[config.mk]
export PLATFORM = sky130hd
export DESIGN_NAME = varlat_pipe
export DESIGN_NICKNAME = d
export VERILOG_FILES = /design/src/rtl/vlp_pkg.sv /design/src/rtl/vlp_stage.sv /design/src/rtl/vlp_hold_stage.sv /design/src/rtl/vlp_out_stage.sv /design/src/rtl/varlat_pipe.sv
export SDC_FILE = /design/constraint.sdc
export NUM_CORES = 1
export LEC_CHECK = 0
export ABC_CLOCK_PERIOD_IN_PS = 3660
export BUFFER_PORTS_ARGS = -buffer_cell sky130_fd_sc_hd__buf_4
export CORE_AREA = 2 2 86 88
export CTS_CLUSTER_DIAMETER = 100
export CTS_CLUSTER_SIZE = 25
export DETAILED_ROUTE_END_ITERATION = 16
export DIE_AREA = 0 0 88 90
export PLACE_DENSITY = 0.85
export SYNTH_ARGS = -nofsm -noshare
export SYNTH_HDL_FRONTEND = slang
export SYNTH_SLANG_ARGS = --single-unit
[constraint.sdc]
create_clock -name clk -period 3.66 [get_ports clk]
set_input_delay 0.366 -clock clk [delete_from_list [all_inputs] [get_ports clk]]
set_output_delay 0.366 -clock clk [all_outputs]
set_load 0.03 [all_outputs]
[src/rtl/vlp_pkg.sv]
package vlp_pkg;
  typedef enum logic [1:0] {
    CLS_FAST = 2'b00,
    CLS_MED  = 2'b01,
    CLS_SLOW = 2'b10,
    CLS_ALT  = 2'b11
  } op_cls_e;

  localparam int HOLD_W = 2;

  // Number of cycles beyond the first that stage three keeps an operation.
  function automatic logic [HOLD_W-1:0] extra_cycles(input logic [1:0] cls);
    case (op_cls_e'(cls))
      CLS_MED:  return 2'd1;
      CLS_SLOW: return 2'd2;
      default:  return 2'd0;
    endcase
  endfunction
endpackage

[src/rtl/vlp_stage.sv]
module vlp_stage #(
  parameter int W  = 16,
  parameter int OP = 0          // 0: d + e, 1: (d << 1) + e
) (
  input  logic         clk,
  input  logic         rst,
  input  logic         en,
  input  logic         in_v,
  input  logic [W-1:0] in_d,
  input  logic [W-1:0] in_e,
  input  logic [1:0]   in_cls,
  output logic         out_v,
  output logic [W-1:0] out_d,
  output logic [1:0]   out_cls
);
  logic [W-1:0] f;

  generate
    if (OP == 0) begin : g_add
      assign f = in_d + in_e;
    end else begin : g_shadd
      assign f = (in_d << 1) + in_e;
    end
  endgenerate

  always_ff @(posedge clk) begin
    if (rst) begin
      out_v <= 1'b0;
    end else if (en) begin
      out_v   <= in_v;
      out_d   <= f;
      out_cls <= in_cls;
    end
  end
endmodule

[src/rtl/vlp_hold_stage.sv]
module vlp_hold_stage
  import vlp_pkg::*;
#(
  parameter int W = 16
) (
  input  logic         clk,
  input  logic         rst,
  input  logic         in_v,
  input  logic [W-1:0] in_d,
  input  logic [1:0]   in_cls,
  output logic         out_v,
  output logic [W-1:0] out_d,
  output logic         busy
);
  logic              v_q;
  logic [W-1:0]      d_q;
  logic [HOLD_W-1:0] cnt_q;
  logic [HOLD_W-1:0] ext;

  assign ext   = extra_cycles(in_cls);
  assign busy  = v_q && (cnt_q != '0);
  assign out_v = v_q && !busy;
  assign out_d = d_q;

  always_ff @(posedge clk) begin
    if (rst) begin
      v_q   <= 1'b0;
      cnt_q <= '0;
    end else if (busy) begin
      cnt_q <= cnt_q - 1'b1;
    end else begin
      v_q   <= in_v;
      cnt_q <= in_v ? ext : '0;
      d_q   <= in_d + W'(ext) + W'(1);
    end
  end
endmodule

[src/rtl/vlp_out_stage.sv]
module vlp_out_stage #(
  parameter int           W    = 16,
  parameter logic [W-1:0] MASK = '0
) (
  input  logic         clk,
  input  logic         rst,
  input  logic         in_v,
  input  logic [W-1:0] in_d,
  output logic         out_v,
  output logic [W-1:0] out_d
);
  always_ff @(posedge clk) begin
    if (rst) begin
      out_v <= 1'b0;
    end else begin
      out_v <= in_v;
      out_d <= in_d ^ MASK;
    end
  end
endmodule

[src/rtl/varlat_pipe.sv]
module varlat_pipe #(
  parameter int           W        = 16,
  parameter logic [W-1:0] OUT_MASK = W'(16'h5A5A)
) (
  input  logic         clk,
  input  logic         rst,
  input  logic         in_valid,
  output logic         in_ready,
  input  logic [W-1:0] in_a,
  input  logic [W-1:0] in_b,
  input  logic [1:0]   in_cls,
  output logic         out_valid,
  output logic [W-1:0] out_data
);
  logic         s1_v, s2_v, s3_v;
  logic [W-1:0] s1_d, s2_d, s3_d;
  logic [1:0]   s1_cls, s2_cls;
  logic         s3_busy;
  logic         adv;

  assign adv      = !s3_busy;
  assign in_ready = adv;

  vlp_stage #(.W(W), .OP(0)) u_s1 (
    .clk(clk), .rst(rst), .en(adv),
    .in_v(in_valid), .in_d(in_a), .in_e(in_b), .in_cls(in_cls),
    .out_v(s1_v), .out_d(s1_d), .out_cls(s1_cls)
  );

  vlp_stage #(.W(W), .OP(1)) u_s2 (
    .clk(clk), .rst(rst), .en(adv),
    .in_v(s1_v), .in_d(s1_d), .in_e(s1_d), .in_cls(s1_cls),
    .out_v(s2_v), .out_d(s2_d), .out_cls(s2_cls)
  );

  vlp_hold_stage #(.W(W)) u_s3 (
    .clk(clk), .rst(rst),
    .in_v(s2_v), .in_d(s2_d), .in_cls(s2_cls),
    .out_v(s3_v), .out_d(s3_d), .busy(s3_busy)
  );

  vlp_out_stage #(.W(W), .MASK(OUT_MASK)) u_s4 (
    .clk(clk), .rst(rst),
    .in_v(s3_v), .in_d(s3_d),
    .out_v(out_valid), .out_d(out_data)
  );
endmodule

==> flow_results.org <==
** Outcome
- The run finished with clean final reports.

** Synthesis
- Yosys warnings :: 0
- Synthesis produced 312 cells.
- Commonest cells in the synthesized netlist :: 68 x sky130_fd_sc_hd__edfxtp_1, 32 x sky130_fd_sc_hd__ha_1, 28 x sky130_fd_sc_hd__xnor2_1
- Of the synthesized area, sequential elements account for 0.5535.
- Count of flip-flops with a built-in enable after synthesis :: 68
- Synthesized cell area :: 3906 µm²
- When the netlist entered floorplanning its net count stood at 384.
- Synth Register Bits :: 74
- The share of synthesized area in the top cell type comes to 0.5227.
- Among all flip-flop cells after synthesis, the most frequent one is sky130_fd_sc_hd__edfxtp_1.
- Synthesis instantiated 41 different standard cells from the library.
- The biggest area contributor in the post-synthesis netlist is sky130_fd_sc_hd__edfxtp_1.
- Avg Inst Size Synth :: 12.52 µm²
- Most frequent cell after synthesis :: sky130_fd_sc_hd__edfxtp_1
- For this run, asynchronously set or reset flops after synthesis account for 0.
- Main area contributors after synthesis :: sky130_fd_sc_hd__edfxtp_1 52%, sky130_fd_sc_hd__ha_1 10%, sky130_fd_sc_hd__xnor2_1 6.3%

** Detailed routing
- Via density per instance :: 5.281
- Remaining antenna violation count after routing :: 0
- Via count :: 2540
- Final WL :: 5.805 mm
- After detailed routing, the average wire length per cell comes to 12.07 µm.
- The detailed router finished its first iteration with 47 violations.
- Number of optimization iterations in the first detailed-route pass :: 4
- After detailed routing, the number of remaining DRC violations is 0.

** Cells and area
- Registers take 2162 µm².
- The filler cells instantiated in the layout total 491.
- Layout-stage area growth over the synthesis result :: 18.51%
- Post-layout net count :: 449
- 0 antenna diodes ended up in the layout.
- Footprint of the multi-input gates :: 1662 µm²
- In the final layout, the share of cells above drive strength 1 is 0.2120.

** Pwr
- The share of total power dissipated in sequential elements is 0.501.
- Static power due to leakage :: 1.929 nW
- IR analysis of the VDD net gives a maximum drop of 189.9 µV.
- Combinational power share :: 0.262
- Design internal power :: 0.001718 W
- Total net switching power :: 0.0006726 W
- Power spread over the standard cell area amounts to 516.4 nW/µm².
- Of the total power, the share spent switching nets is 0.2813.
- Clock network fraction of design power :: 0.236

** Timing
- Tightest slew margin relative to the limit :: 0.6331
- Fin crit share :: 0.6508
- Setup repair after global routing left no endpoint under its margin.
- Setup TNS :: 0 ps
- Min Clock Period, post-route :: 2382 ps
- Final hold viol count :: 0
- The number of pins with negative max-slew slack in the final report is 0.
- After layout, the worst setup slack is 1278 ps.
- Worst-margin pin slew :: 549.7 ps
- Static timing analysis puts the maximum clock frequency at 0.4198 GHz.
- Setup violations remaining at the end of the flow were counted as 0.
- Worst clock skew on the final layout :: 7.165 ps

** Placed design
- The wire-length estimate of the detail-placed layout is 4.563 mm.
- Routability-driven placement finished with a final weighted congestion of 0.8696.
- Worst slack at placement :: 1253 ps
- The count of buffers added on input and output ports is 54.

** Floorplanning
- Die span in y :: 90 µm
- Starting Density :: 0.5564
- Total number of placement rows :: 31
- The region available for standard cell placement spans 7020 µm².
- Total die area :: 7920 µm²
- Ports placed on the boundary :: 55
- The die is 88 µm wide.

** GRT
- Entering global routing, the biggest net connects 37 pins.
- The number of global-route vias before repair was 2461.
- Across every metal layer, demand over resource in global routing totals 0.1595.
- GR Overflow Total :: 0
- The initial antenna violation count was 0.
- The first global-routing pass estimated 9.832 mm of wire.

** Setup path
- In this run the worst path has a maximum fanout of 3.
- FF-to-FF End :: u_s2.out_d[13]
- Critical Path Slowest Stage Cell :: sky130_fd_sc_hd__edfxtp_1
- Walking the worst path, the cells encountered are ha_1 > fa_1 > a21oi_1 > o211a_1 > o21ai_2 > o31ai_4 > o21bai_1 > xor2_1.
- Number of cells traversed by the worst register-to-register path :: 8
- Worst Setup Path Type :: flip-flop to flip-flop
- The worst register-to-register path begins at u_s1.out_d[1].
- Setup slack on the worst reg-to-reg path comes out at 1280 ps.
- Endpoint type of the worst setup path :: flip-flop
- Data arrives at the worst endpoint at 2470 ps.
- Maximum single-stage delay on the critical path :: 440 ps
- Nature of the critical path startpoint :: flip-flop
- For the worst setup path, the data required time is 3750 ps.

** Clock tree
- Clock-pin slew was measured on the worst setup and hold paths at 70 ps.
- Later-pin clock latency in the skew report :: 340 ps
- CTS hold repair buffers :: 0
- Buffers added to address setup during post-CTS repair amount to 0.
- Counting every sink on the clock net gives 74.
- Maximum clock insertion buffer count :: 2
- Buffers inserted during clock tree synthesis total 9.
- Number of levels the H-tree was split into :: 3
- Clock tree from TritonCTS :: built
- In this run, post-CTS repair resized a total of 0 instances.
- Root buf cell :: sky130_fd_sc_hd__clkbuf_8

** Worst hold path
- In this run the most critical hold path is launched from in_cls[1].
- Hold/Removal Path Class :: input port to flip-flop
- Hold worst-path end :: u_s1.out_cls[1]
- Min-Delay Path Depth :: 1

** Job
- The tool flagged a number of max-cap violations equal to 0.
[area by class of cell]
type | instances | share of cell area
clock buffers | 14 | 0.03730
well taps | 99 | 0.02676
repair buffers | 55 | 0.08919
inverters | 23 | 0.01865
multi-input cells | 214 | 0.3589
clock inverters | 2 | 0.002162
flip-flops and latches | 74 | 0.4670
[layout by cell type, fill, tap and decap left out, types with 5 or more instances in the layout]
| cell | n |
|---|---|
| sky130_fd_sc_hd__a21o_1 | 14 |
| sky130_fd_sc_hd__a21oi_1 | 22 |
| sky130_fd_sc_hd__and3_1 | 5 |
| sky130_fd_sc_hd__buf_4 | 55 |
| sky130_fd_sc_hd__clkbuf_8 | 12 |
| sky130_fd_sc_hd__dfxtp_1 | 6 |
| sky130_fd_sc_hd__edfxtp_1 | 68 |
| sky130_fd_sc_hd__ha_1 | 32 |
| sky130_fd_sc_hd__inv_1 | 23 |
| sky130_fd_sc_hd__nand2_1 | 18 |
| sky130_fd_sc_hd__nand3_1 | 9 |
| sky130_fd_sc_hd__nor2_1 | 17 |
| sky130_fd_sc_hd__o21ai_0 | 6 |
| sky130_fd_sc_hd__o21bai_1 | 5 |
| sky130_fd_sc_hd__xnor2_1 | 28 |
| sky130_fd_sc_hd__xor2_1 | 14 |
[critical path: cells and delay by family, from the launching register on]
kind / cells / cell delay [ps]
AO/OA/AOI/OAI: 5 / 880
flip-flops: 1 / 440
XOR/XNOR: 1 / 150
adder cells (fa/ha/maj): 2 / 650
[state kept, by name, summed over array words and instances (netlist names)]
signal,cells
u_s1.out_d,16
u_s2.out_d,16
u_s3.out_d,16
u_s4.out_d,16
u_s1.out_cls,2
u_s2.out_cls,2
u_s3.cnt_q,2
u_s1.out_v,1
u_s2.out_v,1
u_s3.v_q,1
u_s4.out_v,1
[power groups by stage]
stage	Clock [W]	Combinational (W)	Sequential (W)
after global placement	0	0.000598	0.00121
after global routing	0.000614	0.000696	0.00121
after floorplan	0	0.000430	0.00125
after CTS	0.000581	0.000627	0.00120
final	0.000565	0.000627	0.00120
after detailed placement	0	0.000624	0.00122
[through the flow]
step | utilization | instance area (µm²) | instances | hold WS, ps | power [W]
after floorplan | - | 3906 | 312 | 400.3 | 0.001680
after global placement | 0.6334 | 4447 | 465 | 401.0 | 0.001806
after detailed placement | 0.6334 | 4447 | 465 | 405.4 | 0.001841
after CTS | 0.6594 | 4629 | 481 | 183.9 | 0.002406
after global routing | 0.6594 | 4629 | 481 | 180.0 | 0.002522
final | 0.6594 | 4629 | 481 | 197.4 | 0.002391
[worst max-delay path by stage]
| stage | from | end | depth (start not counted) |
|---|---|---|---|
| 5_1_grt | u_s1.out_d[1] | u_s2.out_d[13] | 8 |
| 6_report | u_s1.out_d[1] | u_s2.out_d[13] | 8 |
| 3_3_place_gp | in_a[0] | u_s1.out_d[12] | 9 |
| 2_1_floorplan | u_s3.cnt_q[0] | u_s1.out_cls[0] | 5 |
| 4_1_cts | u_s1.out_d[1] | u_s2.out_d[13] | 8 |
| 3_5_place_dp | in_a[0] | u_s1.out_d[12] | 9 |
[per-layer routing]
layer | up-vias | routed length (µm) | part of all wire | GRT usage
li1 | 1274 | - | - | -
met5 | - | 0 | 0 | 0
met4 | 0 | 130 | 0.022 | 0.08462
met3 | 11 | 268 | 0.046 | 0.04040
met1 | 1178 | 2207 | 0.38 | 0.1597
met2 | 77 | 3198 | 0.55 | 0.2923
[cell families after synthesis]
group / Yosys count / share of synthesized area
buffers and inverters: 24 / 0.02306
adders and majority gates: 35 / 0.1179
AOI/OAI and AO/OA: 70 / 0.1259
and+or+nand+nor: 67 / 0.08552
DFF: 74 / 0.5535
xor gates and xnor gates: 42 / 0.09417
No activity file was read; power rests on OpenSTA's default activity.
